`src/rtl/cobs_dec_pkg.sv`:
```
package cobs_dec_pkg;
  localparam int BYTE_W = 8;
  localparam logic [BYTE_W-1:0] DELIM_BYTE = '0;
  localparam logic [BYTE_W-1:0] LONG_CODE  = '1;

  typedef logic [BYTE_W-1:0] byte_t;

  typedef struct packed {
    logic  user;
    logic  last;
    byte_t data;
  } beat_t;
endpackage

```
`src/rtl/cobs_seg_tracker.sv`:
```
module cobs_seg_tracker
  import cobs_dec_pkg::*;
(
  input  logic  clk_i,
  input  logic  rst_ni,
  input  logic  acc_i,
  input  byte_t byte_i,
  output logic  is_delim_o,
  output logic  is_code_o,
  output logic  is_data_o,
  output logic  zero_due_o,
  output logic  trunc_o
);
  logic  want_code_q;
  logic  zero_pend_q;
  byte_t left_q;

  assign is_delim_o = (byte_i == DELIM_BYTE);
  assign is_code_o  = !is_delim_o && want_code_q;
  assign is_data_o  = !is_delim_o && !want_code_q;
  assign zero_due_o = zero_pend_q;
  assign trunc_o    = !want_code_q;

  always_ff @(posedge clk_i or negedge rst_ni) begin
    if (!rst_ni) begin
      want_code_q <= 1'b1;
      zero_pend_q <= 1'b0;
      left_q      <= '0;
    end else if (acc_i) begin
      if (is_delim_o) begin
        want_code_q <= 1'b1;
        zero_pend_q <= 1'b0;
        left_q      <= '0;
      end else if (want_code_q) begin
        left_q      <= byte_i - byte_t'(1);
        want_code_q <= (byte_i == byte_t'(1));
        zero_pend_q <= (byte_i != LONG_CODE);
      end else begin
        left_q <= left_q - byte_t'(1);
        if (left_q == byte_t'(1)) want_code_q <= 1'b1;
      end
    end
  end


  seg_left_live_chk: assert property (@(posedge clk_i) disable iff (!rst_ni)
    !want_code_q |-> (left_q != '0));


  long_code_no_zero_chk: assert property (@(posedge clk_i) disable iff (!rst_ni)
    (acc_i && is_code_o && byte_i == LONG_CODE) |=> !zero_pend_q);
endmodule

```
`src/rtl/cobs_stage.sv`:
```
module cobs_stage
  import cobs_dec_pkg::*;
(
  input  logic  clk_i,
  input  logic  rst_ni,
  input  logic  acc_i,
  input  byte_t byte_i,
  input  logic  is_delim_i,
  input  logic  is_code_i,
  input  logic  is_data_i,
  input  logic  zero_due_i,
  input  logic  trunc_i,
  output logic  stg_valid_o,
  output logic  push_o,
  output beat_t push_beat_o
);
  logic  stg_v_q;
  byte_t stg_d_q;

  assign stg_valid_o = stg_v_q;

  always_comb begin
    push_o      = 1'b0;
    push_beat_o = '0;
    if (acc_i) begin
      if (is_delim_i) begin
        if (stg_v_q) begin
          push_o      = 1'b1;
          push_beat_o = '{user: trunc_i, last: 1'b1, data: stg_d_q};
        end else if (trunc_i) begin
          // nothing decoded yet: mark the cut frame with a filler byte
          push_o      = 1'b1;
          push_beat_o = '{user: 1'b1, last: 1'b1, data: DELIM_BYTE};
        end
      end else if ((is_code_i && zero_due_i) || is_data_i) begin
        push_o      = stg_v_q;
        push_beat_o = '{user: 1'b0, last: 1'b0, data: stg_d_q};
      end
    end
  end

  always_ff @(posedge clk_i or negedge rst_ni) begin
    if (!rst_ni) begin
      stg_v_q <= 1'b0;
      stg_d_q <= '0;
    end else if (acc_i) begin
      if (is_delim_i) begin
        stg_v_q <= 1'b0;
      end else if (is_code_i && zero_due_i) begin
        stg_v_q <= 1'b1;
        stg_d_q <= DELIM_BYTE;
      end else if (is_data_i) begin
        stg_v_q <= 1'b1;
        stg_d_q <= byte_i;
      end
    end
  end


  last_only_on_delim_chk: assert property (@(posedge clk_i) disable iff (!rst_ni)
    (push_o && push_beat_o.last) |-> (acc_i && is_delim_i));


  zero_staged_chk: assert property (@(posedge clk_i) disable iff (!rst_ni)
    (acc_i && is_code_i && zero_due_i) |=> (stg_v_q && stg_d_q == DELIM_BYTE));
endmodule

```
`src/rtl/cobs_out_reg.sv`:
```
module cobs_out_reg
  import cobs_dec_pkg::*;
(
  input  logic  clk_i,
  input  logic  rst_ni,
  input  logic  push_i,
  input  beat_t beat_i,
  input  logic  m_tready_i,
  output logic  m_tvalid_o,
  output beat_t m_beat_o,
  output logic  free_o
);
  assign free_o = !m_tvalid_o || m_tready_i;

  always_ff @(posedge clk_i or negedge rst_ni) begin
    if (!rst_ni) begin
      m_tvalid_o <= 1'b0;
      m_beat_o   <= '0;
    end else if (push_i) begin
      m_tvalid_o <= 1'b1;
      m_beat_o   <= beat_i;
    end else if (m_tready_i) begin
      m_tvalid_o <= 1'b0;
    end
  end


  stall_hold_chk: assert property (@(posedge clk_i) disable iff (!rst_ni)
    (m_tvalid_o && !m_tready_i) |=> (m_tvalid_o && $stable(m_beat_o)));


  no_push_blocked_chk: assert property (@(posedge clk_i) disable iff (!rst_ni)
    push_i |-> free_o);


  user_with_last_chk: assert property (@(posedge clk_i) disable iff (!rst_ni)
    (m_tvalid_o && m_beat_o.user) |-> m_beat_o.last);
endmodule

```
`src/rtl/cobs_frame_decoder.sv`:
```
module cobs_frame_decoder
  import cobs_dec_pkg::*;
(
  input  logic             clk_i,
  input  logic             rst_ni,
  input  logic [BYTE_W-1:0] s_tdata_i,
  input  logic             s_tvalid_i,
  output logic             s_tready_o,
  output logic [BYTE_W-1:0] m_tdata_o,
  output logic             m_tvalid_o,
  input  logic             m_tready_i,
  output logic             m_tlast_o,
  output logic             m_tuser_o
);
  logic  acc;
  logic  is_delim, is_code, is_data, zero_due, trunc;
  logic  stg_valid, push, free;
  beat_t push_beat, out_beat;

  assign s_tready_o = free;
  assign acc        = s_tvalid_i && free;

  cobs_seg_tracker u_trk (
    .clk_i      (clk_i),
    .rst_ni     (rst_ni),
    .acc_i      (acc),
    .byte_i     (s_tdata_i),
    .is_delim_o (is_delim),
    .is_code_o  (is_code),
    .is_data_o  (is_data),
    .zero_due_o (zero_due),
    .trunc_o    (trunc)
  );

  cobs_stage u_stg (
    .clk_i       (clk_i),
    .rst_ni      (rst_ni),
    .acc_i       (acc),
    .byte_i      (s_tdata_i),
    .is_delim_i  (is_delim),
    .is_code_i   (is_code),
    .is_data_i   (is_data),
    .zero_due_i  (zero_due),
    .trunc_i     (trunc),
    .stg_valid_o (stg_valid),
    .push_o      (push),
    .push_beat_o (push_beat)
  );

  cobs_out_reg u_out (
    .clk_i      (clk_i),
    .rst_ni     (rst_ni),
    .push_i     (push),
    .beat_i     (push_beat),
    .m_tready_i (m_tready_i),
    .m_tvalid_o (m_tvalid_o),
    .m_beat_o   (out_beat),
    .free_o     (free)
  );

  assign m_tdata_o = out_beat.data;
  assign m_tlast_o = out_beat.last;
  assign m_tuser_o = out_beat.user;


  empty_frame_silent_chk: assert property (@(posedge clk_i) disable iff (!rst_ni)
    (acc && is_delim && !stg_valid && !trunc) |=> !m_tvalid_o);


  trunc_flags_chk: assert property (@(posedge clk_i) disable iff (!rst_ni)
    (acc && is_delim && trunc) |=> (m_tvalid_o && m_tlast_o && m_tuser_o));
endmodule

```
`config.mk`:
```
export PLATFORM = sky130hd
export DESIGN_NAME = cobs_frame_decoder
export DESIGN_NICKNAME = d
export VERILOG_FILES = /design/src/rtl/cobs_dec_pkg.sv /design/src/rtl/cobs_seg_tracker.sv /design/src/rtl/cobs_stage.sv /design/src/rtl/cobs_out_reg.sv /design/src/rtl/cobs_frame_decoder.sv
export SDC_FILE = /design/constraint.sdc
export NUM_CORES = 1
export LEC_CHECK = 0
export BUFFER_PORTS_ARGS = -buffer_cell sky130_fd_sc_hd__buf_2
export CAP_MARGIN = 25
export CORE_AREA = 2 2 58 60
export CTS_BUF_LIST = sky130_fd_sc_hd__clkbuf_8 sky130_fd_sc_hd__clkbuf_16
export DETAILED_ROUTE_END_ITERATION = 12
export DIE_AREA = 0 0 60 62
export GPL_TIMING_DRIVEN = 0
export PLACE_DENSITY = 0.85
export SYNTH_ARGS = -nofsm -noshare
export SYNTH_HDL_FRONTEND = slang
export SYNTH_HIERARCHICAL = 1
export SYNTH_SLANG_ARGS = --single-unit
```
`constraint.sdc`:
```
create_clock -name clk_i -period 4.81 [get_ports clk_i]
set_input_delay 0.481 -clock clk_i [delete_from_list [all_inputs] [get_ports clk_i]]
set_output_delay 0.481 -clock clk_i [all_outputs]
set_load 0.005 [all_outputs]
```
==> impl_results.md <==
- RSZ-0062 raised after global routing: false
- Status: finished, final reports clean
- TNS Setup: 0 ns
- GR Util All Layers: 22.5%
- Fraction of the mapped netlist area in adder cells: 4.23%
- Max FO, Critical Path: 10
- Period utilization: 57.1%
- Grt ovf: 0
- DR pass1 iterations: 4
- Area Overhead vs Synth: 14.4%
- Simple-gate share of the synthesized area: 18.7%
- Antenna Diode Count: 0
- Slew margin rel.: approximately 57%
- Ys async rst share: 100%
- Setup crit end kind: flop
- WP depth: 11
- Fin. Hold Viols: 0
- Row count: 21
- Effective utilization at floorplan: 55.8%
- Post-synth EDFFs: 0
- Cell taking the most area after synthesis: dfrtp_1
- Largest net degree at the start of global routing: 31
- CTS tree: done
- Worst Hold Class: in2async
- Max Clock Freq: 364 MHz
- Setup Fix Bufs, Post-CTS: 0
- DR iter-0 viols: 40
- # DRC: 0
- # H-tree levels: 2
- Gp weighted congestion: about 0.89
- Share of layout cells above drive strength 1: a little under 30%
- # nets final: 214
- Critical Path End: u_out/m_beat_o[6]
- Die width: around 60 um
- Vias in the first global route: 1368
- R2R cell count: 6
- Post-synth top cells: dfrtp_1 (29), nand2_1 (11), a22o_1 (10), inv_1 (10)
- Synth Area in Compound Gates: 16.0%
- Top FF cell, synth: dfrtp_1
- CP Data Arrival Time: 2.90 ns
- Worst skew pair latency: roughly 0.27 ns
- Detailed placer's ending HPWL: between 2000 and 3000 um
- Clock skew: about 0.0038 ns
- Worst setup path startpoint: s_tdata_i[0]
- Max VDD drop: 0.206 mV
- Sink Count: 30
- Total CTS buffers: 5
- Max-cap violation count: 0
- Most frequent cell after synthesis: dfrtp_1
- Port Buf Inserts: 23
- Synth area leaders: dfrtp_1 (41%), mux2_4 (7.6%), a22o_1 (4.9%)
- Critical Path RT: ~5.0 ns
- Antenna Nets Post-Route: 0
- Flop2flop setup slack: 2.83 ns
- Initial antenna violation count: 0
- CP bufs+invs: 4
- WHS: 0.229 ns
- Met2 GRT Util: 38.7%
- Syn_nets: approximately 180
- Lkg Pwr: 0.000938 uW
- Mean Syn Cell Area: about 11 um2
- Min cycle time layout: ~2.7 ns
- Count of cell types in the netlist: 50
- Die ar.: between 3000 and 4000 um2
- Synth Warn #: 6
- CP Class: in2reg
- Cells along the critical path: buf_2 -> inv_1 -> ha_1 -> nor4b_1 -> nand2_1 -> inv_1 -> nor2_1 -> a21oi_1 -> o22ai_1 -> buf_6 -> mux2_4
- GR met3 Demand/Resource: 5.59%
- Hold buffer count at CTS: 0
- Reg2reg start: u_trk/want_code_q
- Clk root buf: clkbuf_8
- Post-CTS sizing: 0
- Max-slew violations: 0
- Crit-path slowest cell: nor4b_1
- Cell family with most CP delay: buffers and inverters
- Mux cell area share after synthesis: 10.6%
- Met1 Resource Use GR: 26.9%
- Seq/Total Area, Yosys: roughly 42%
- Pwr dens: 333 nW/um2
- Synth Register Bits: 30
- CTS max path bufs: 2
- GR peak layer: met2
- Most frequent CP cell: inv_1
- Worst setup SP type: primary input
- Die Ht: 62 um
- XOR/XNOR Fraction of Synth Area: 2.96%
- Worst-margin pin slew: 0.643 ns
- First-pass GRT wire length: 6080 um
- Via density per instance: 5.83
- Count of final setup violators: 0
- Crit-path max cell delay: 0.34 ns
- Post-Synthesis Cells: 166
- Io pins: 24
- Core Footprint: 3180 um2
- WL/cell: 15.7 um
- Worst r2r dst: u_out/m_beat_o[6]
- Total Wirelength: 3790 um
- Largest family of logic cells by synthesized area: simple AND/OR/NAND/NOR gates
- DR vias: 1404
- Clock slew seen by the registers of the worst setup and hold paths: 0.06 ns
- Synth top area share: around 41%
- Post-synthesis instance area: 1770 um2
## cells by family (layout without fill, tap and decap cells)
| logic type | after synthesis | after routing |
|---|---|---|
| buffers and inverters | 17 | 46 |
| AND/OR/NAND/NOR | 56 | 56 |
| flip-flops | 30 | 30 |
| AO/OA/AOI/OAI | 37 | 37 |
| adder cells (fa/ha/maj) | 6 | 6 |
| multiplexers | 14 | 14 |
| XOR/XNOR | 6 | 6 |
## layout make-up
type                       count  area [um2]
buffer                         6        50.0
tap                           46        57.6
clock buffer                   6        82.6
inverter                      11        41.3
multi-input combinational    119         931
sequential                    30         752
timing repair buffer          23         115
fill                         254        1150
## cell usage in the layout, fill, tap and decap left out, drive strengths merged, types with 2 or more instances in the layout
cell type  instances
dfrtp             29
buf               27
nand2             11
inv               11
a22o              11
mux2              11
and2               9
nor2               9
clkbuf             8
a21oi              6
ha                 6
nand3              5
o21ai              5
xnor2              5
nor3               4
o22ai              3
mux2i              3
nand2b             2
nor2b              2
nor4b              2
o21a               2
o221a              2
and3               2
a311oi             2
## worst reg2reg max path: stages (launching register included)
cell	delay (ns)
dfstp_2	0.58
buf_2	0.24
nor2_1	0.09
a21oi_1	0.27
o22ai_1	0.19
buf_6	0.19
mux2_4	0.31
## flip-flops by register name, indices dropped and copies added (netlist names)
name and flops:
u_out/m_beat_o 10, u_stg/stg_d_q 8, u_trk/left_q 8, u_out/m_tvalid_o 1, u_stg/stg_valid_o 1, u_trk/want_code_q 1, u_trk/zero_due_o 1
## worst min-delay path by stage
stage	start	end	slack (ns)	depth (start not counted)
6_report	rst_ni	u_out/m_beat_o[5]	0.23	1
5_1_grt	rst_ni	u_out/m_beat_o[5]	0.29	1
4_1_cts	rst_ni	u_out/m_beat_o[9]	0.25	1
3_5_place_dp	u_out/m_beat_o[5]	u_out/m_beat_o[5]	0.49	1
3_3_place_gp	u_stg/stg_d_q[4]	u_stg/stg_d_q[4]	0.48	1
2_1_floorplan	rst_ni	u_out/m_beat_o[0]	0.19	0
## per-stage QoR
stage	instance area (um2)	utilization (%)	total power (uW)	setup WS (ns)	instances
after global routing	2030	63.8	713	1.94	241
after CTS	2030	63.8	682	2.14	241
after global placement	1950	61.2	476	2.00	235
final	2030	63.8	675	2.06	241
after floorplan	1770	-	431	2.44	166
after detailed placement	1950	61.2	488	1.87	235
## layer usage
metal,share of wire (%),vias to the layer above
li1,-,654
met1,43,707
met2,51,34
met3,4.1,9
met4,1.8,0
met5,0,-
## power by group
group | internal, uW | switching (uW)
Clock | 110 | 80.4
Combinational | 80.4 | 77.4
Sequential | 289 | 38.2
Power figures use the tool's default switching activity.
